## src/rtl/i2cEvtPkg.sv

```systemverilog
package i2cEvtPkg;
  typedef enum logic [1:0] {ST_IDLE, ST_START, ST_BIT, ST_STOP} phaseT;

  localparam int FLAG_W     = 3;
  localparam int FLAG_DONE  = 0;
  localparam int FLAG_ANACK = 1;
  localparam int FLAG_DNACK = 2;

  typedef struct packed {
    logic run;
    logic loadAddr;
    logic loadWr;
    logic shiftIn;
    logic shiftOut;
    logic sdaSet;
    logic sdaVal;
    logic rdDone;
    logic setDone;
    logic setAddrNack;
    logic setDataNack;
  } strobeT;
endpackage

```

## src/rtl/i2cEvtCtrl.sv

```systemverilog
module i2cEvtCtrl
  import i2cEvtPkg::*;
#(
  parameter int CNT_W = 4
) (
  input  logic             clk,
  input  logic             rstN,
  input  logic             cmdStart,
  input  logic             cmdRead,
  input  logic [CNT_W-1:0] cmdCount,
  input  logic             tick,
  input  logic             shiftMsb,
  input  logic             sdaIn,
  output strobeT           stb,
  output logic             sclLow,
  output logic             busy,
  output logic             inBit
);
  localparam logic [3:0] ACK_IDX = 4'd8;

  phaseT            state;
  logic [1:0]       quarter;
  logic [3:0]       bitIdx;
  logic             isAddr;
  logic             readMode;
  logic [CNT_W-1:0] byteLeft;
  logic             drivesBit;
  logic             lastFrame;

  assign drivesBit = isAddr || !readMode;
  assign lastFrame = isAddr ? (byteLeft == '0) : (byteLeft == CNT_W'(1));
  assign sclLow    = ((state == ST_BIT) || (state == ST_STOP)) && !quarter[1];
  assign busy      = (state != ST_IDLE);
  assign inBit     = (state == ST_BIT);

  always_comb begin
    stb     = '0;
    stb.run = (state != ST_IDLE);
    if ((state == ST_IDLE) && cmdStart) stb.loadAddr = 1'b1;
    if (tick) begin
      case (state)
        ST_START: if (quarter == 2'd1) begin
          stb.sdaSet = 1'b1;
          stb.sdaVal = 1'b1;
        end
        ST_BIT: begin
          if (quarter == 2'd0) begin
            stb.sdaSet = 1'b1;
            if (bitIdx < ACK_IDX) stb.sdaVal = drivesBit && !shiftMsb;
            else                  stb.sdaVal = !drivesBit;
          end
          if (quarter == 2'd3) begin
            if (bitIdx < ACK_IDX) begin
              stb.shiftOut = drivesBit;
              stb.shiftIn  = !drivesBit;
            end else if (drivesBit) begin
              if (sdaIn) begin
                stb.setAddrNack = isAddr;
                stb.setDataNack = !isAddr;
              end else if (!readMode && !lastFrame) begin
                stb.loadWr = 1'b1;
              end
            end else begin
              stb.rdDone = 1'b1;
            end
          end
        end
        ST_STOP: begin
          if (quarter == 2'd0) begin
            stb.sdaSet = 1'b1;
            stb.sdaVal = 1'b1;
          end
          if (quarter == 2'd2) begin
            stb.sdaSet = 1'b1;
            stb.sdaVal = 1'b0;
          end
          if (quarter == 2'd3) stb.setDone = 1'b1;
        end
        default: ;
      endcase
    end
  end

  always_ff @(posedge clk or negedge rstN) begin
    if (!rstN) begin
      state    <= ST_IDLE;
      quarter  <= '0;
      bitIdx   <= '0;
      isAddr   <= 1'b0;
      readMode <= 1'b0;
      byteLeft <= '0;
    end else if (state == ST_IDLE) begin
      if (cmdStart) begin
        state    <= ST_START;
        quarter  <= '0;
        bitIdx   <= '0;
        isAddr   <= 1'b1;
        readMode <= cmdRead;
        byteLeft <= cmdCount;
      end
    end else if (tick) begin
      quarter <= quarter + 2'd1;
      if (quarter == 2'd3) begin
        case (state)
          ST_START: begin
            state  <= ST_BIT;
            bitIdx <= '0;
          end
          ST_BIT: begin
            if (bitIdx != ACK_IDX) begin
              bitIdx <= bitIdx + 4'd1;
            end else begin
              bitIdx <= '0;
              isAddr <= 1'b0;
              if (!isAddr) byteLeft <= byteLeft - CNT_W'(1);
              if ((drivesBit && sdaIn) || lastFrame) state <= ST_STOP;
            end
          end
          ST_STOP: state <= ST_IDLE;
          default: ;
        endcase
      end
    end
  end

  AST_SAMPLE_ONLY_READ: assert property (@(posedge clk) disable iff (!rstN)
    stb.shiftIn |-> (readMode && !isAddr));
endmodule

```

## src/rtl/i2cEvtDatapath.sv

```systemverilog
module i2cEvtDatapath
  import i2cEvtPkg::*;
#(
  parameter int DIV_W = 8
) (
  input  logic              clk,
  input  logic              rstN,
  input  strobeT            stb,
  input  logic [DIV_W-1:0]  clkDiv,
  input  logic [6:0]        cmdAddr,
  input  logic              cmdRead,
  input  logic [7:0]        wrData,
  input  logic              sdaIn,
  input  logic [FLAG_W-1:0] irqEn,
  input  logic [FLAG_W-1:0] flagClr,
  output logic              tick,
  output logic              shiftMsb,
  output logic              sdaLow,
  output logic [7:0]        rdData,
  output logic              rdValid,
  output logic              wrTake,
  output logic [FLAG_W-1:0] flags,
  output logic              irq
);
  logic [DIV_W-1:0]  divCnt;
  logic [7:0]        shiftReg;
  logic [FLAG_W-1:0] setMask;

  assign tick     = stb.run && (divCnt == clkDiv);
  assign shiftMsb = shiftReg[7];

  always_comb begin
    setMask             = '0;
    setMask[FLAG_DONE]  = stb.setDone;
    setMask[FLAG_ANACK] = stb.setAddrNack;
    setMask[FLAG_DNACK] = stb.setDataNack;
  end

  assign irq = |(flags & irqEn);

  always_ff @(posedge clk or negedge rstN) begin
    if (!rstN) begin
      divCnt   <= '0;
      shiftReg <= '0;
      sdaLow   <= 1'b0;
      rdData   <= '0;
      rdValid  <= 1'b0;
      wrTake   <= 1'b0;
      flags    <= '0;
    end else begin
      divCnt <= (!stb.run || tick) ? '0 : divCnt + DIV_W'(1);
      if (stb.loadAddr)      shiftReg <= {cmdAddr, cmdRead};
      else if (stb.loadWr)   shiftReg <= wrData;
      else if (stb.shiftOut) shiftReg <= {shiftReg[6:0], 1'b0};
      else if (stb.shiftIn)  shiftReg <= {shiftReg[6:0], sdaIn};
      if (stb.sdaSet) sdaLow <= stb.sdaVal;
      if (stb.rdDone) rdData <= shiftReg;
      rdValid <= stb.rdDone;
      wrTake  <= stb.loadWr;
      flags   <= (flags & ~flagClr) | setMask;
    end
  end

  AST_NACK_EXCLUSIVE: assert property (@(posedge clk) disable iff (!rstN)
    !(stb.setAddrNack && stb.setDataNack));

  for (genvar i = 0; i < FLAG_W; i++) begin : gFlagChk
    AST_FLAG_STICKY: assert property (@(posedge clk) disable iff (!rstN)
      (flags[i] && !flagClr[i]) |=> flags[i]);
    AST_FLAG_W1C: assert property (@(posedge clk) disable iff (!rstN)
      (flagClr[i] && !setMask[i]) |=> !flags[i]);
  end
endmodule

```

## src/rtl/i2cEvtMaster.sv

```systemverilog
module i2cEvtMaster
  import i2cEvtPkg::*;
#(
  parameter int DIV_W = 8,
  parameter int CNT_W = 4
) (
  input  logic             clk,
  input  logic             rstN,
  input  logic             cmdStart,
  input  logic [6:0]       cmdAddr,
  input  logic             cmdRead,
  input  logic [CNT_W-1:0] cmdCount,
  input  logic [7:0]       wrData,
  output logic             wrTake,
  output logic [7:0]       rdData,
  output logic             rdValid,
  output logic             busy,
  input  logic [DIV_W-1:0] clkDiv,
  input  logic             sclPushPull,
  output logic             sclOut,
  output logic             sclOe,
  output logic             sdaOe,
  input  logic             sdaIn,
  input  logic [2:0]       irqEn,
  input  logic [2:0]       flagClr,
  output logic [2:0]       flags,
  output logic             irq
);
  strobeT stb;
  logic   tick;
  logic   shiftMsb;
  logic   sclLow;
  logic   inBit;
  logic   sdaLow;

  i2cEvtCtrl #(.CNT_W(CNT_W)) ctrl_i (
    .clk(clk), .rstN(rstN), .cmdStart(cmdStart), .cmdRead(cmdRead),
    .cmdCount(cmdCount), .tick(tick), .shiftMsb(shiftMsb), .sdaIn(sdaIn),
    .stb(stb), .sclLow(sclLow), .busy(busy), .inBit(inBit)
  );

  i2cEvtDatapath #(.DIV_W(DIV_W)) dp_i (
    .clk(clk), .rstN(rstN), .stb(stb), .clkDiv(clkDiv), .cmdAddr(cmdAddr),
    .cmdRead(cmdRead), .wrData(wrData), .sdaIn(sdaIn), .irqEn(irqEn),
    .flagClr(flagClr), .tick(tick), .shiftMsb(shiftMsb), .sdaLow(sdaLow),
    .rdData(rdData), .rdValid(rdValid), .wrTake(wrTake), .flags(flags), .irq(irq)
  );

  assign sdaOe  = sdaLow;
  assign sclOe  = sclPushPull ? 1'b1 : sclLow;
  assign sclOut = sclPushPull ? !sclLow : 1'b0;

  AST_SDA_HELD_SCL_HIGH: assert property (@(posedge clk) disable iff (!rstN)
    (inBit && $past(inBit) && !sclLow && !$past(sclLow)) |-> $stable(sdaOe));
  AST_DONE_AT_END: assert property (@(posedge clk) disable iff (!rstN)
    $fell(busy) |-> flags[FLAG_DONE]);
endmodule

```

## config.mk

```make
export PLATFORM = sky130hd
export DESIGN_NAME = i2cEvtMaster
export DESIGN_NICKNAME = d
export VERILOG_FILES = /design/src/rtl/i2cEvtPkg.sv /design/src/rtl/i2cEvtCtrl.sv /design/src/rtl/i2cEvtDatapath.sv /design/src/rtl/i2cEvtMaster.sv
export SDC_FILE = /design/constraint.sdc
export NUM_CORES = 1
export LEC_CHECK = 0
export CORE_UTILIZATION = 50
export CTS_BUF_LIST = sky130_fd_sc_hd__clkbuf_4
export DETAILED_ROUTE_END_ITERATION = 7
export GPL_TIMING_DRIVEN = 0
export PLACE_DENSITY = 0.84
export SETUP_SLACK_MARGIN = 0.2
export SLEW_MARGIN = 10
export SYNTH_ARGS = -nofsm -noshare
export SYNTH_HDL_FRONTEND = slang
export SYNTH_SLANG_ARGS = --single-unit
```

## constraint.sdc

```tcl
create_clock -name clk -period 3.7 [get_ports clk]
set_input_delay 0.74 -clock clk [delete_from_list [all_inputs] [get_ports clk]]
set_output_delay 0.74 -clock clk [all_outputs]
set_load 0.03 [all_outputs]
```

# --- After elaboration in Yosys (flattened, before gate mapping) ---
# Index checks and enable logic that the tools add are counted.
totals:
  regBits: 44
  in_bits: 39
  out_inout_bits: 18
  word_cells: 134
op_classes:
  add_sub_neg: 4
  order_cmp: 1
  eq_ne: 14
  muxes: 63
  n_bitwise: 4
  reduce_logical: 35
op_table:
  columns: ["operator", "count"]
  rows:
  - ["two-way mux 4 bit", 12]
  - ["two-way mux 8 bit", 5]
  - ["two-way mux 2 bit", 19]
  - ["two-way mux 1 bit", 21]
  - ["case mux 2 bit (3 select lines)", 2]
  - ["AND reduction 6 bit", 2]
  - ["two-way mux 9 bit", 1]
  - ["adder 8 x 1 -> 8 bit (second input constant)", 1]
  - ["== test 2 bit (second input constant)", 4]
  - ["== test 8 bit", 1]
  - ["zero test 1 bit", 8]
  - ["case mux 4 bit (2 select lines)", 1]
  - ["nonzero test 2 bit", 4]
  - ["nonzero test 4 bit", 2]
  - ["bitwise AND 3 bit", 2]
  - ["logical AND 1 bit", 6]
  - ["two-way mux 3 bit", 2]
  - ["inequality test 3 bit (second input constant)", 2]
  - ["AND reduction 5 bit", 1]
  - ["adder 4 x 1 -> 4 bit (second input constant)", 1]
  - ["== test 2 x 1 -> 1 bit (second input constant)", 2]
  - ["== test 4 x 1 -> 1 bit (second input constant)", 1]
  - ["zero test 2 bit", 2]
  - ["zero test 4 bit", 1]
  - ["13 further kinds", 18]

# --- Logic depth before layout (Yosys ltp) ---
depth:
  depth_word: 15
  ltp_mapped: 9
  depth_no_buf: 8

# --- Hierarchy ---
# A second synthesis with hierarchy kept.
unflattened:
  hier_cells: 247
  area_unflattened_um2: 2590.0
by_module_without_submodules:
  columns: ["module", "n_inst", "cells_per_inst", "area_each_um2", "seq_area_each_um2"]
  rows:
  - ["i2cEvtDatapath", 1, 123, 1473.9, 750.7]
  - ["i2cEvtCtrl", 1, 122, 1103.6, 350.3]
  - ["i2cEvtMaster", 1, 2, 12.5, 0.0]

# --- Worst setup path before layout ---
# Ideal clock, no wire load.
synth_path:
  path_kind: "input-to-reg"
  startpoint: "input clkDiv[6]"
  endpoint: "register dp_i.rdData[0]"
  setup_time_ns: 0.125
  t_arrival_ns: 2.304
  t_required_ns: 3.575
  path_slack_ns: 1.271
  path_stages: 6
  path_buffers: 1
  path_cell_list: "xor2_1 > nor4_4 > nand4_1 > buf_2 > nor3_4 > mux2_2"
synth_rtl:
  columns: ["element", "line", "source"]
  rows:
  - ["from (decl)", "i2cEvtMaster.sv:18", "input logic [DIV_W-1:0] clkDiv,"]
  - ["to (signal assigned)", "i2cEvtDatapath.sv:57", "if (stb.rdDone) rdData <= shiftReg;"]
  - ["to (decl)", "i2cEvtDatapath.sv:19", "output logic [7:0] rdData,"]

# --- Final worst setup path ---
layout_path:
  startpoint: "register ctrl_i.state[0]"
  endpoint: "output sclOe"
layout_between:
  elab_chain_cells: 4
  word_cells_on_any_way: 5
  classes_between: "eq/ne: 2; mux: 1; reduce/logical: 2"
layout_rtl:
  columns: ["element", "line", "source"]
  rows:
  - ["from (decl)", "i2cEvtCtrl.sv:21", "phaseT state;"]
  - ["from (signal assigned)", "i2cEvtCtrl.sv:86", "state <= ST_IDLE;"]
  - ["from (signal assigned)", "i2cEvtCtrl.sv:94", "state <= ST_START;"]
  - ["from (signal assigned)", "i2cEvtCtrl.sv:106", "state <= ST_BIT;"]
  - ["== test 2 bit", "i2cEvtCtrl.sv:32", "assign sclLow = ((state == ST_BIT) || (state == ST_STOP)) && !quarter[1];"]
  - ["logical OR 1 bit *", "i2cEvtCtrl.sv:32", null]
  - ["logical AND 1 bit *", "i2cEvtCtrl.sv:32", null]
  - ["two-way mux 1 bit *", "i2cEvtMaster.sv:50", "assign sclOe = sclPushPull ? 1'b1 : sclLow;"]
  - ["to (decl)", "i2cEvtMaster.sv:21", "output logic sclOe,"]
# Every way passes the cells marked *; elsewhere a longest branch is shown, timed or not.

==> impl_metrics.json <==
{
  "cts_setup_buffers": 0,
  "grt_use_total_pct": 23.35,
  "p_per_area_nw_per_um2": 355.3,
  "path_delay_family": "buffers and inverters",
  "drv_cap": 0,
  "wl_per_cell_um": 14.18,
  "grt_pass1_wl_mm": 9.432,
  "core_um2": 4786,
  "netlist_top_cells_area": "dfrtp_1, ha_1, xor2_1",
  "rsz0062_at_grt": "false",
  "overflow": 0,
  "synth_top_area_share_pct": 43.78,
  "worstPathCellList": "inv_1 -> ha_1 -> clkbuf_1 -> nor2_1 -> o21bai_1 -> clkdlybuf4s50_1",
  "synth-main-ff-cell": "dfrtp_1",
  "grt_start_max_net_pins": 36,
  "cp_slowest_stage_delay_ps": 680,
  "netlist_area_um2": 2515,
  "antenna_found_initial": 0,
  "worst_slew_pin_slew_ps": 591.8,
  "finalSetupViolCount": 0,
  "synth_fp_nets": 319,
  "r2r_slack_ps": 1250,
  "vias": 2189,
  "critical_path_required_ps": 2960,
  "yosysTopAreaCell": "dfrtp_1",
  "r2r.worst_path.cells": 6,
  "cts_sinks": 44,
  "initial_utilization_pct": 52.55,
  "final_core_util_pct": 68.08,
  "fmax_mhz": 324.7,
  "routed_wl_mm": 5.631,
  "cts_resized": 0,
  "hold_viol": 0,
  "cp.depth": 6,
  "area_growth_pct": 29.55,
  "cp_num_buf_inv": 3,
  "cts_tree": "yes",
  "ys_ff_latch": 44,
  "setup_tns_ps": 0,
  "p_leak_nw": 1.458,
  "clock-root-buffer": "clkbuf_4",
  "cp_max_fo": 10,
  "clockBufferDepth": 2,
  "layout_commonest_cell": "clkdlybuf4s50_1",
  "die_y_um": 72.92,
  "worstPathArrival_ps": 2340,
  "place_congestion": 0.8342,
  "syn_inst": 265,
  "ys_async_sr_fraction_pct": 100.0,
  "grt_pass1_vias": 2066,
  "critPathKind": "flip-flop to primary output",
  "holdBufCountCts": 0,
  "report.final.slew_viol_count": 0,
  "post-place-cells": 389,
  "remaining_drc_errors": 0,
  "critPathSlowestCell": "clkdlybuf4s50_1",
  "viasPerCell": 5.514,
  "drt_pre_antenna_iters": 4,
  "cts_max_level": 2,
  "yosys_warnings": 0,
  "clkTransAtPathRegs_ps": 140,
  "period_needed_ps": 3079,
  "status": "finished, final reports clean",
  "synth_edf_count": 0,
  "nets": 383,
  "hp-class": "primary input to async pin",
  "clock_skew_ps": 6.946,
  "mostFrequentLayoutCells": "clkdlybuf4s50_1, dfrtp_1, nand2_1, nor2_1, a21oi_1",
  "hpwl_mm": 4.227,
  "critPathCaptureType": "primary output",
  "antenna_cells": 0,
  "syn-mean-instance-area_um2": 9.490,
  "final-instance-count-excl-fill": 397,
  "cts_buffers": 5,
  "rows": 25,
  "worst_skew_pair.late_latency_ps": 370,
  "start_kind": "flip-flop",
  "postRouteAntennaNets": 0,
  "post-route-period-util_pct": 83.23,
  "yosysSeqAreaShare_pct": 43.78,
  "die_area_um2": 5317,
  "drive_gt1_share_pct": 9.091,
  "die_x_um": 72.92,
  "slew_headroom_pct": 60.18,
  "io_buffers": 56,
  "ys_types": 44,
  "ios": 57,
  "peakVddDrop_uv": 271.4,
  "drt_iter0_drc": 133
}
logic make-up (layout without fill, tap and decap cells):
family          after synthesis  after routing  synth area share (%)
simple gates                 99             99                 19.35
compound gates               57             57                 15.62
flops                        44             44                 43.78
buf+inv                      25             90                 4.079
fa+ha+maj                    15             15                 7.463
xor+xnor                     14             14                 4.876
mux                          11             11                 4.826
per-layer routing:
layer	wire length [um]	vias up	global-route usage (%)
li1	-	1058	-
met1	2597	1049	32.50
met2	2663	71	36.45
met3	268	11	4.558
met4	102	0	8.279
met5	0	-	0
flip-flops by register name, summed over array words and instances, names as in the netlist:
| name | count |
|---|---|
| ctrl_i.bitIdx | 4 |
| ctrl_i.byteLeft | 4 |
| ctrl_i.isAddr | 1 |
| ctrl_i.quarter | 2 |
| ctrl_i.readMode | 1 |
| ctrl_i.state | 2 |
| dp_i.divCnt | 8 |
| dp_i.flags | 3 |
| dp_i.rdData | 8 |
| dp_i.rdValid | 1 |
| dp_i.sdaLow | 1 |
| dp_i.shiftReg | 8 |
| dp_i.wrTake | 1 |
synthesized netlist by cell type, types with 3 or more instances:
library cell and n:
a21oi_1 20, inv_1 15, o31ai_2 4, nand2_1 28
nor3_1 10, o21ai_0 11, and3_1 5, ha_1 15
nand3_1 10, nor2b_1 4, dfrtp_1 44, nor2_1 26
clkbuf_1 6, buf_2 3, nand2b_1 4, mux2_2 7
xor2_1 13, o31ai_1 4
metrics by stage:
stage          setup WS [ps]  hold WS, ps  area (um2)  total power (W)
2_1_floorplan           1271        444.4        2515        0.0007541
3_3_place_gp           549.5        466.2        3159        0.0008386
3_5_place_dp           498.9        482.4        3174        0.0008534
4_1_cts                626.0        200.8        3258         0.001168
5_1_grt                467.7        193.2        3258         0.001222
6_report               620.5        213.2        3258         0.001157
where the power goes:
part           switching, W  total [W]  internal, W
registers         0.0000662   0.000598     0.000532
clock network      0.000170   0.000314     0.000144
logic              0.000121   0.000245     0.000123
area by class of cell:
cell class | count | area (um2)
Clock inverter | 3 | 46.29
Tap cell | 67 | 83.83
Sequential cell | 44 | 1101
Timing Repair Buffer | 57 | 575.6
Multi-Input combinational cell | 196 | 1311
Fill cell | 411 | 1528
Clock buffer | 5 | 37.54
Inverter | 16 | 65.06
Buffer | 9 | 37.54
final timing paths:
check,start,to
worst max register to register,dp_i.divCnt[1],dp_i.rdData[2]
worst min-delay path,rstN,dp_i.rdValid
worst max-delay path,ctrl_i.state[0],sclOe
max in group asynchronous,rstN,dp_i.divCnt[5]
min in group clk,dp_i.rdData[3],dp_i.rdData[3]
worst min register to register,dp_i.rdData[3],dp_i.rdData[3]
(Power assumes the default switching activity.)
